## config.mk

```make
export PLATFORM = sky130hd
export DESIGN_NAME = msr_bitop_unit
export DESIGN_NICKNAME = d
export VERILOG_FILES = /design/src/rtl/msrop_pkg.sv /design/src/rtl/msrop_decode.sv /design/src/rtl/msrop_guard.sv /design/src/rtl/msrop_state.sv /design/src/rtl/msr_bitop_unit.sv
export SDC_FILE = /design/constraint.sdc
export NUM_CORES = 1
export LEC_CHECK = 0
export BUFFER_PORTS_ARGS = -buffer_cell sky130_fd_sc_hd__buf_2
export CAP_MARGIN = 20
export CORE_MARGIN = 4
export CORE_UTILIZATION = 32
export DETAILED_ROUTE_END_ITERATION = 10
export GPL_TIMING_DRIVEN = 0
export PLACE_DENSITY = 0.85
export SYNTH_ARGS = -nofsm -noshare
export SYNTH_HDL_FRONTEND = slang
export SYNTH_SLANG_ARGS = --single-unit
```

## constraint.sdc

```tcl
create_clock -name clk -period 1.4 [get_ports clk]
set_input_delay 0.21 -clock clk [delete_from_list [all_inputs] [get_ports clk]]
set_output_delay 0.21 -clock clk [all_outputs]
set_load 0.01 [all_outputs]
```

## src/rtl/msrop_pkg.sv

```systemverilog
package msrop_pkg;
  localparam int XLEN      = 32;
  localparam int MASK_W    = 15;
  localparam int RD_W      = 5;
  localparam int OPC_W     = 6;
  localparam int SEL_W     = 6;
  localparam int CARRY_POS = 2;
  localparam int COPY_POS  = XLEN - 1;
  localparam int VER_POS   = 10;

  localparam int OPC_LSB = XLEN - OPC_W;
  localparam int RD_LSB  = OPC_LSB - RD_W;
  localparam int SEL_LSB = RD_LSB - SEL_W;

  localparam logic [OPC_W-1:0] OPC_BITOP = 6'b100101;
  localparam logic [SEL_W-1:0] SEL_CLR   = 6'b100010;
  localparam logic [SEL_W-1:0] SEL_SET   = 6'b100000;

  localparam logic [MASK_W-1:0] USER_MASK = MASK_W'(1) << CARRY_POS;
  localparam logic [MASK_W-1:0] LOCKED    = (MASK_W'(1) << CARRY_POS) | (MASK_W'(1) << VER_POS);

  typedef enum logic [1:0] {OP_NONE, OP_CLR, OP_SET} bitop_e;

  function automatic logic [MASK_W-1:0] strip_mask(input logic [MASK_W-1:0] m);
    return m & ~LOCKED;
  endfunction

  function automatic logic [MASK_W-1:0] apply_mask(input logic [MASK_W-1:0] body,
                                                   input logic [MASK_W-1:0] m,
                                                   input logic set);
    return set ? (body | m) : (body & ~m);
  endfunction

  function automatic logic [XLEN-1:0] compose_read(input logic [MASK_W-1:0] body,
                                                   input logic carry);
    logic [XLEN-1:0] r;
    r = '0;
    r[MASK_W-1:0] = body;
    r[VER_POS]    = 1'b0;
    r[CARRY_POS]  = carry;
    r[COPY_POS]   = carry;
    return r;
  endfunction
endpackage

```

## src/rtl/msrop_decode.sv

```systemverilog
module msrop_decode
  import msrop_pkg::*;
(
  input  logic              valid,
  input  logic [XLEN-1:0]   word,
  output bitop_e            op,
  output logic [RD_W-1:0]   rd,
  output logic [MASK_W-1:0] mask
);
  logic [OPC_W-1:0] opc;
  logic [SEL_W-1:0] sel;

  assign opc  = word[OPC_LSB +: OPC_W];
  assign sel  = word[SEL_LSB +: SEL_W];
  assign rd   = word[RD_LSB +: RD_W];
  assign mask = word[MASK_W-1:0];

  always_comb begin
    op = OP_NONE;
    if (valid && opc == OPC_BITOP) begin
      if (sel == SEL_CLR)      op = OP_CLR;
      else if (sel == SEL_SET) op = OP_SET;
    end
  end
endmodule

```

## src/rtl/msrop_guard.sv

```systemverilog
module msrop_guard
  import msrop_pkg::*;
(
  input  bitop_e            op,
  input  logic              user_mode,
  input  logic [MASK_W-1:0] mask,
  output logic              trap,
  output logic              commit
);
  logic hit;
  assign hit    = (op != OP_NONE);
  assign trap   = hit && user_mode && (mask != USER_MASK);
  assign commit = hit && !trap;
endmodule

```

## src/rtl/msrop_state.sv

```systemverilog
module msrop_state
  import msrop_pkg::*;
(
  input  logic              clk,
  input  logic              rst,
  input  logic              commit,
  input  bitop_e            op,
  input  logic [MASK_W-1:0] mask,
  output logic [XLEN-1:0]   status_word,
  output logic              carry_q,
  output logic              changed
);
  logic [MASK_W-1:0] body_q;
  logic [MASK_W-1:0] body_nx;
  logic              is_set;

  assign is_set  = (op == OP_SET);
  assign body_nx = apply_mask(body_q, strip_mask(mask), is_set);
  assign changed = commit && (body_nx != body_q);

  always_ff @(posedge clk) begin
    if (rst) begin
      body_q  <= '0;
      carry_q <= 1'b0;
    end else if (commit) begin
      body_q <= body_nx;
      if (mask[CARRY_POS]) carry_q <= is_set;
    end
  end

  assign status_word = compose_read(body_q, carry_q);
endmodule

```

## src/rtl/msr_bitop_unit.sv

```systemverilog
module msr_bitop_unit
  import msrop_pkg::*;
(
  input  logic            clk,
  input  logic            rst,
  input  logic            issue_valid,
  input  logic [31:0]     instr_word,
  input  logic            user_mode,
  output logic [31:0]     status_word,
  output logic            carry_flag,
  output logic            rf_we,
  output logic [4:0]      rf_waddr,
  output logic [31:0]     rf_wdata,
  output logic            priv_trap,
  output logic            state_changed
);
  bitop_e            op_sel;
  logic [RD_W-1:0]   rd_fld;
  logic [MASK_W-1:0] mask_raw;
  logic              commit_en;

  msrop_decode u_dec (
    .valid (issue_valid),
    .word  (instr_word),
    .op    (op_sel),
    .rd    (rd_fld),
    .mask  (mask_raw)
  );

  msrop_guard u_grd (
    .op        (op_sel),
    .user_mode (user_mode),
    .mask      (mask_raw),
    .trap      (priv_trap),
    .commit    (commit_en)
  );

  msrop_state u_st (
    .clk         (clk),
    .rst         (rst),
    .commit      (commit_en),
    .op          (op_sel),
    .mask        (mask_raw),
    .status_word (status_word),
    .carry_q     (carry_flag),
    .changed     (state_changed)
  );

  // Old value leaves in the same cycle; the register still holds it
  assign rf_we    = commit_en && (rd_fld != '0);
  assign rf_waddr = rd_fld;
  assign rf_wdata = status_word;

  // nothing accepted, nothing moves
  p_idle_r1: assert property (@(posedge clk) disable iff (rst)
    (op_sel == OP_NONE) |=> ($stable(status_word) && $stable(carry_flag)));

  // set never lowers a non-carry bit
  p_set_keeps_r2: assert property (@(posedge clk) disable iff (rst)
    (commit_en && op_sel == OP_SET) |=>
      (($past(status_word) & ~status_word & ~(32'h8000_0004)) == 32'h0));

  // clear never raises a non-carry bit
  p_clear_drops_r3: assert property (@(posedge clk) disable iff (rst)
    (commit_en && op_sel == OP_CLR) |=>
      ((status_word & ~$past(status_word) & ~(32'h8000_0004)) == 32'h0));

  // zero destination suppresses the write
  p_rd0_nowrite_r4: assert property (@(posedge clk) disable iff (rst)
    (instr_word[RD_LSB +: RD_W] == '0) |-> !rf_we);

  // carry follows a mask that names it
  p_carry_follow_r5: assert property (@(posedge clk) disable iff (rst)
    (commit_en && mask_raw[CARRY_POS]) |=> (carry_flag == $past(op_sel == OP_SET)));

  // a trap freezes state and blocks the write
  p_trap_freeze_r6: assert property (@(posedge clk) disable iff (rst)
    priv_trap |=> ($stable(status_word) && $stable(carry_flag)));
  p_trap_nowrite_r6: assert property (@(posedge clk) disable iff (rst)
    priv_trap |-> !rf_we);

  // a change pulse is followed by a real difference
  p_changed_r9: assert property (@(posedge clk) disable iff (rst)
    state_changed |=> (status_word != $past(status_word)));
endmodule

```

==> run metrics, run 1 <==
outcome=finished, violations left; violated checks=setup timing; hold endpoint=u_st.body_q[0]; most frequent cells in the layout=65 x buf_2, 60 x buf_4, 34 x conb_1, 14 x a311oi_1, 11 x a21oi_1; core area=3690 µm²; RePlAce Congestion=0.899; reg2reg path depth=3; Hold Path Class=primary input to register; sequential share of power=0.368; Startpoint Class=primary input; nets@finish=about 300; critical path arrival=around 1600 ps; Critical Path Max Stage Delay=between 300 and 400 ps; Post-synth EDFFs=0; routed len/inst=12.2 µm; Die Area=slightly below 5000 µm²; CP Class=primary input to primary output; leak pwr=about 1.1 nW; Syn Area/Cell=slightly below 8 µm²; # rows=22; CP Cell Sequence=buf_2, nor4bb_1, nand3_1, nor2_1, and3_1, a211oi_2, o21a_1, buf_2; FFs w/ async S/R, synth=0; Sw Share=0.264; Worst Hold Depth=2; buffer and inverter count on the worst path=2; VDD IR max=~0.00030 V; WL final=approximately 4 mm; CP startpoint=instr_word[19]; pre-CTS setup slack=-423 ps; min Tclk post-route=around 1800 ps; cell mode on critical path=buf_2; drt pass-1 iters=4; Mapped Cells=between 150 and 200; area delta synth->final=68.9%; # Max-Cap Violations=0; Clock Tree Buf Depth=2; Port Buffers=73; fin. max-slew vios=0; Crit. End Element=primary output; reg-to-reg endpoint=u_st.body_q[3]; Synth Register Bits=14; slowest CP cell=nor4bb_1; Total GRT Usage=0.138; drt initial violations=approximately 100; Via Count=between 1,000 and 1,500; Post-synth top flop=dfxtp_1; worst setup margin=-437 ps; CTS Hold Buffers Added=0; CTS Buf Count=3; Via density=around 4.4; ANT nets after route=0; Distinct cells, synth=31; CTS tree=built; Clock Power Share=0.364; Die H=about 70 µm; Post-DP HPWL=2.99 mm; Max Freq=~540 MHz; share of cells above drive strength 1=0.598; area post-placement=~1800 µm²; Post-Syn Area=between 1000 and 1500 µm²; most common cell after layout, fill and taps aside=buf_2; initial antenna violation count=0; n_diodes=0; CP top delay family=simple AND/OR/NAND/NOR gates; CTS root buffer=clkbuf_8; initial core utilization=0.332; Worst R2R Setup Slack=620 ps; Power Dens Cells=about 520 nW/µm²; Comb power frac=0.268; clk_lat worst skew=around 240 ps; final hold vios=0; post-synthesis sequential area ratio=0.229; number of global-route vias before repair=1,292; Pint=796 µW; critical-path maximum fanout=3; Final Skew=0 ps; I/O pin total=between 100 and 150; Reg clk slew, reported paths=~60 ps; worst flop-to-flop path startpoint=u_st.body_q[3]; period utilization=1.31; largest net degree at the start of global routing=11; YS warnings=0; final setup fails=17; hold path start=instr_word[0]; # DRC=0; Clock Sink Count=14; first-pass GRT wire length=~5.7 mm; Worst Hold Slack=169 ps; DIE WIDTH=around 70 µm; Design Area, Final=2070 µm²; RSZ-0062 raised after global routing=yes; CP required=1190 ps; Overflow after GRT=0; switching pwr=around 290 µW; H-tree levels=1
==> power by group through the flow <==
stage          Sequential, mW  Combinational, mW  Clock (mW)
2_1_floorplan           0.407              0.157           0
3_3_place_gp            0.407              0.241           0
3_5_place_dp            0.407              0.242           0
4_1_cts                 0.398              0.266       0.395
5_1_grt                 0.398              0.315       0.408
6_report                0.398              0.290       0.394
==> worst reg2reg max path: stages, from the launching register on <==
cell      delay (ps)
dfxtp_2          340
buf_4            120
a21oi_2           30
a311oi_1         190
==> worst max-delay path by stage <==
stage | to | depth (start not counted)
detailed placement | state_changed | 7
floorplan | state_changed | 6
global placement | state_changed | 7
CTS | state_changed | 7
global route | state_changed | 7
finish | state_changed | 8
==> through the flow <==
step	setup TNS, ps	power, mW	cells	utilization
floorplan	-4.96	0.564	188	-
global placement	-5340	0.648	309	0.483
detailed placement	-4920	0.649	309	0.483
CTS	-541	1.06	318	0.536
global route	-3440	1.12	319	0.561
finish	-3110	1.08	319	0.561
==> registers in the layout, summed over array words and instances (netlist names) <==
signal / flops
u_st.carry_q: 1
u_st.body_q: 13
==> synthesized netlist by cell type, drive strengths merged, types with 3 or more instances <==
| library cell | instances | area (µm²) |
|---|---|---|
| buf | 60 | 444 |
| a21oi | 15 | 78.8 |
| a311oi | 14 | 123 |
| dfxtp | 14 | 280 |
| inv | 10 | 37.5 |
| nand2 | 5 | 18.8 |
| nor2 | 4 | 15.0 |
| nand2b | 3 | 18.8 |
| nor4 | 3 | 18.8 |
| o22ai | 3 | 18.8 |
==> metal layers <==
layer,part of all wire,vias to the layer above,GRT usage
met4,0.0069,0,0.0191
met3,0.098,6,0.0460
met5,0,-,0
met2,0.54,71,0.264
li1,-,705,-
met1,0.36,630,0.149
==> layout make-up <==
class / instances / area, µm²
buffer: 62 / 473
clock buffer: 4 / 55.1
fill: 352 / 1620
inverter: 10 / 37.5
multi-input combinational: 102 / 679
sequential: 14 / 290
tap: 48 / 60.1
timing repair buffer: 79 / 475
==> kinds of logic after synthesis <==
kind of cell    share of synthesized area
simple gates                        0.117
flops                               0.229
buf+inv                             0.399
other cells                       0.00306
compound gates                      0.252
==> what timing repair did <==
item / 4_1_cts / 5_1_grt
pin swaps: 14 / 16
endpoints found under the setup margin: 17 / 16
hold endpoints to repair: 0 / 0
setup buffers: 5 / 1
resized for setup: 28 / 18
Power figures use the tool's default switching activity.
==> run 2, diff against run 1 <==
CORE_MARGIN = 8   (was 4)
==> run 2 against run 1 <==
Net effect:
- the run still ends with setup timing left
- first-iteration DRC count rose by 71%
- register-to-register slack got worse by 40 ps
- count of clock-buffer cells in the layout shrank 1
- cell count is 1.3% higher
- largest power group unchanged
- clock power shrank 14%
- critical path type is now register to primary output
- setup slack got worse by 76 ps
==> run metrics, run 2 (synthesis gave the netlist of run 1 again) <==
outcome=finished, violations left (unchanged); Worst R2R Setup Slack=580 ps (was 620 ps); Power Dens Cells=488 nW/µm² (was 523 nW/µm²); I/O pin total=109 (unchanged); CP Class=register to primary output (was primary input to primary output); leak pwr=1.15 nW (was 1.13 nW); CP required=1190 ps (about the same); clk_lat worst skew=240 ps (about the same); max reg flops=13 (unchanged); CTS root buffer=clkbuf_8 (unchanged); Clock Sink Count=14 (unchanged); CP Cell Sequence=a22o_1, a221oi_2, nand4_1, nor2_2, a211oi_2, o21a_1, buf_2 (was buf_2, nor4bb_1, nand3_1, nor2_1, and3_1, a211oi_2, o21a_1, buf_2); core area=3660 µm² (was 3690 µm²); slowest CP cell=dfxtp_2 (was nor4bb_1); Post-DP HPWL=3.38 mm (was 2.99 mm); initial core utilization=0.335 (was 0.332); # rows=22 (unchanged); critical-path maximum fanout=3 (unchanged); largest registers=u_st.body_q x13, u_st.carry_q x1 (unchanged); n_diodes=0 (unchanged); post-route insts no fill=323 (was 319); reg-to-reg endpoint=u_st.body_q[13] (was u_st.body_q[3]); Total GRT Usage=0.141 (was 0.138); WL final=4.95 mm (was 3.91 mm); register area=290 µm² (unchanged); dpl cells=309 (unchanged); Reg clk slew, reported paths=60 ps (about the same); Max transition margin=0.664; Overflow after GRT=0 (unchanged); VDD IR max=0.000251 V (was 0.000301 V); area post-placement=1780 µm² (unchanged); hold path start=instr_word[12] (was instr_word[0]); drt pass-1 iters=4 (unchanged); Hold Path Class=primary input to register (unchanged); routed len/inst=15.3 µm (was 12.2 µm); period utilization=1.37 (was 1.31); Clock Tree Buf Depth=2 (unchanged); Power Total=1.03 mW (was 1.08 mW); RSZ-0062 raised after global routing=yes (unchanged); # DRC=0 (unchanged); # Max-Cap Violations=0 (unchanged); Crit. End Element=primary output (unchanged); hold endpoint=u_st.body_q[12] (was u_st.body_q[0]); Die Area=6070 µm² (was 4890 µm²); number of global-route vias before repair=1,460 (was 1,292); Die H=77.9 µm (was 69.9 µm); FILL cells=319 (was 352); most common cell after layout, fill and taps aside=buf_2 (unchanged); H-tree levels=1 (unchanged); area of the multi-input gates=706 µm² (was 679 µm²); reg2reg path depth=2 (was 3); Via density=4.70 (was 4.43); Critical Path Max Stage Delay=320 ps (was 360 ps); nets@finish=313 (was 308); worst setup margin=-513 ps (was -437 ps); violated checks=setup timing (unchanged); DIE WIDTH=77.9 µm (was 69.9 µm); Design Area, Final=2110 µm² (was 2070 µm²); fin. max-slew vios=0 (unchanged); largest net degree at the start of global routing=11 (unchanged); ANT nets after route=0 (unchanged); RePlAce Congestion=0.811 (was 0.899); final setup fails=17 (unchanged); critical path arrival=1700 ps (was 1630 ps); Top reg by flops=u_st.body_q (unchanged); pre-CTS setup slack=-391 ps (was -423 ps); drt initial violations=174 (was 102); CTS Buf Count=3 (unchanged); pin slew with the least headroom to its limit=between 500 and 600 ps; min Tclk post-route=1910 ps (was 1840 ps); share of cells above drive strength 1=0.636 (was 0.598); Worst Hold Depth=2 (unchanged); Via Count=1,518 (was 1,412); worst flop-to-flop path startpoint=u_st.body_q[13] (was u_st.body_q[3]); initial antenna violation count=0 (unchanged); most frequent cells in the layout=65 x buf_2, 64 x buf_4, 34 x conb_1, 14 x buf_6, 14 x a311oi_1 (was 65 x buf_2, 60 x buf_4, 34 x conb_1, 14 x a311oi_1, 11 x a21oi_1); Worst Hold Slack=178 ps (was 169 ps); Max Freq=523 MHz (was 544 MHz); area delta synth->final=72.0% (was 68.9%); CTS tree=built (unchanged); Setup TNS=-3180 ps (was -3110 ps); Final Core Density=0.576 (was 0.561); first-pass GRT wire length=7.09 mm (was 5.66 mm); Port Buffers=73 (unchanged); final hold vios=0 (unchanged); Final Skew=0 ps (unchanged); Startpoint Class=register (was primary input)
[run 2: cell types whose count changed in the layout (fill, tap and decap cells not counted), moves of 2 or more]
cell,delta
a21oi_1,-4
buf_8,-4
a21oi_2,+4
buf_6,+5
nor4_2,+2
nor4_4,-2
buf_4,+4
[run 2: cell type report]
class | instances | area share
multi-input combinational | 102 | 0.335
tap | 48 | 0.0285
timing repair buffer | 84 | 0.241
buffer | 62 | 0.221
sequential | 14 | 0.138
inverter | 10 | 0.0178
clock buffer | 3 | 0.0196
[run 2: critical path: cells and delay by family (launching register included)]
family                 cells  cell delay, ps
AOI/OAI and AO/OA          4             650
buffers and inverters      1             140
DFF                        1             320
and+or+nand+nor            2             350
[run 2: worst max-delay path by stage]
| stage | startpoint | to | slack [ps] |
|---|---|---|---|
| after floorplan | instr_word[19] | state_changed | -5 |
| after global placement | instr_word[4] | state_changed | -390 |
| after detailed placement | instr_word[4] | state_changed | -390 |
| after CTS | u_st.body_q[3] | state_changed | -400 |
| after global routing | u_st.body_q[8] | state_changed | -570 |
| final | u_st.body_q[3] | state_changed | -510 |
[run 2: metal layers]
| layer | share of wire | GRT usage | up-vias |
|---|---|---|---|
| met5 | 0 | 0 | - |
| li1 | - | - | 716 |
| met4 | 0.017 | 0.0407 | 0 |
| met3 | 0.11 | 0.0461 | 13 |
| met2 | 0.52 | 0.264 | 107 |
| met1 | 0.35 | 0.146 | 682 |
[run 2: repair_timing]
action,in CTS,in global routing
cloned,1,0
hold buffers,0,0
endpoints found under the setup margin,14,17
pin swaps,29,12
gates resized for setup,30,21
buffers inserted,10,3
[run 2: report_power, final]
group | internal, mW | switching [mW] | total, mW
sequential | 0.398 | 0.0000582 | 0.398
combinational | 0.142 | 0.149 | 0.291
clock | 0.191 | 0.149 | 0.340
total | 0.731 | 0.299 | 1.03
==> run 3, diff against run 2 <==
TNS_END_PERCENT = 30   (was not set)
==> run 3 against run 2 <==
Net effect:
- the run still ends with setup timing left
- sequential power about the same
- total power decreased by 0.42%
- combinational power shrank 3%
- via count is 3.5% lower
- utilization down 1.8 points
- critical path type unchanged
- largest cell class unchanged
==> run metrics, run 3 (synthesis gave the netlist of run 1 again) <==
number of global-route vias before repair=1,430 (was 1,460); hold path start=instr_word[3] (was instr_word[12]); initial antenna violation count=0 (unchanged); Final Skew=0 ps (unchanged); Reg clk slew, reported paths=60 ps (about the same); Total GRT Usage=0.139 (was 0.141); n_diodes=0 (unchanged); largest registers=u_st.body_q x13, u_st.carry_q x1 (unchanged); Die H=77.9 µm (unchanged); drt initial violations=114 (was 174); I/O pin total=109 (unchanged); Worst Hold Depth=2 (unchanged); CTS tree=built (unchanged); drt pass-1 iters=4 (unchanged); routed len/inst=14.5 µm (was 15.3 µm); fin. max-slew vios=0 (unchanged); Worst R2R Setup Slack=610 ps (was 580 ps); max reg flops=13 (unchanged); # rows=22 (unchanged); worst setup margin=-453 ps (was -513 ps); Max Freq=540 MHz (was 523 MHz); reg-to-reg endpoint=u_st.body_q[13] (unchanged); H-tree levels=1 (unchanged); metal3 WL=432 µm (was 536 µm); Clock Tree Buf Depth=2 (unchanged); CTS root buffer=clkbuf_8 (unchanged); most frequent cells in the layout=67 x buf_2, 65 x buf_4, 34 x conb_1, 14 x a21oi_1, 14 x a311oi_1 (was 65 x buf_2, 64 x buf_4, 34 x conb_1, 14 x buf_6, 14 x a311oi_1); critical path arrival=1640 ps (was 1700 ps); initial core utilization=0.335 (unchanged); WL met2=2.42 mm (was 2.59 mm); largest net degree at the start of global routing=11 (unchanged); worst flop-to-flop path startpoint=u_st.body_q[13] (unchanged); # DRC=0 (unchanged); Port Buffers=73 (unchanged); Post-DP HPWL=3.38 mm (unchanged); critical-path maximum fanout=5 (was 3); core area=3660 µm² (unchanged); met1 WL=1.73 mm (about the same); DIE WIDTH=77.9 µm (unchanged); final setup fails=16 (was 17); Setup TNS=-2470 ps (was -3180 ps); nets@finish=311 (was 313); VDD IR max=0.000270 V (was 0.000251 V); outcome=finished, violations left (unchanged); WL final=4.64 mm (was 4.95 mm); RePlAce Congestion=0.811 (unchanged); most common cell after layout, fill and taps aside=buf_2 (unchanged); share of cells above drive strength 1=0.597 (was 0.636); Critical Path Max Stage Delay=340 ps (was 320 ps); Hold Path Class=primary input to register (unchanged); area post-placement=1780 µm² (unchanged); Overflow after GRT=0 (unchanged); Top reg by flops=u_st.body_q (unchanged); final hold vios=0 (unchanged); highest metal used=met4 (unchanged); hold endpoint=u_st.body_q[3] (was u_st.body_q[12]); first-pass GRT wire length=7.00 mm (was 7.09 mm); reg2reg path depth=2 (unchanged); ANT nets after route=0 (unchanged); Startpoint Class=register (unchanged); min Tclk post-route=1850 ps (was 1910 ps); slowest CP cell=dfxtp_2 (unchanged); Design Area, Final=2040 µm² (was 2110 µm²); CP Class=register to primary output (unchanged); leak pwr=1.13 nW (was 1.15 nW); Die Area=6070 µm² (unchanged); Crit. End Element=primary output (unchanged); area of the multi-input gates=673 µm² (was 706 µm²); Power Dens Cells=501 nW/µm² (was 488 nW/µm²); CP Cell Sequence=a22o_1, a221oi_2, nand4_1, nor2_2, a211oi_2, o21a_1, buf_2 (unchanged); Via density=4.56 (was 4.70); register area=289 µm² (was 290 µm²); FILL cells=328 (was 319); RSZ-0062 raised after global routing=yes (unchanged); CTS Buf Count=3 (unchanged); Clock Sink Count=14 (unchanged); period utilization=1.32 (was 1.37); CP required=1190 ps (about the same); Via Count=1,465 (was 1,518); clk_lat worst skew=250 ps (was 240 ps); violated checks=setup timing (unchanged); area delta synth->final=66.7% (was 72.0%); # Max-Cap Violations=0 (unchanged)
[run 3: area by class of cell]
type,instances,area share
multi-input combinational,102,0.329
buffer,62,0.231
timing repair buffer,82,0.230
sequential,14,0.141
tap,48,0.0294
clock buffer,3,0.0202
inverter,10,0.0184
[run 3: metrics by stage]
stage	instances	util	worst slack (ps)	power, mW	hold WS [ps]
after floorplan	188	-	-4.96	0.564	282
after global placement	309	0.487	-392	0.647	437
final	321	0.558	-453	1.02	173
after CTS	319	0.539	-396	0.989	179
after detailed placement	309	0.487	-391	0.649	437
after global routing	321	0.558	-542	1.05	174
[run 3: what timing repair did]
item	4_1_cts	5_1_grt
gates resized for setup	23	13
hold buffers	0	0
setup endpoints to repair	14	17
setup buffers	7	2
pin swaps	21	14
[run 3: worst max-delay path by stage]
stage | start | end | slack [ps]
finish | u_st.body_q[8] | state_changed | -450
global route | u_st.body_q[8] | state_changed | -540
floorplan | instr_word[19] | state_changed | -5
global placement | instr_word[4] | state_changed | -390
detailed placement | instr_word[4] | state_changed | -390
CTS | u_st.body_q[3] | state_changed | -400
[run 3: routing by layer]
metal  global-route usage  up-vias
met2                0.256       90
met3               0.0472        7
met4               0.0333        0
li1                     -      711
met1                0.149      657
met5                    0        -
[run 3: power by group]
group	internal, mW	switching (mW)
registers	0.398	0.0000557
logic	0.139	0.142
clock network	0.191	0.154
total	0.728	0.297
[run 3: worst max-delay path: cells and delay by family (launching register included)]
kind | cells | cell delay, ps
AOI/OAI and AO/OA | 4 | 610
and+or+nand+nor | 2 | 290
DFF | 1 | 340
buffers and inverters | 1 | 140
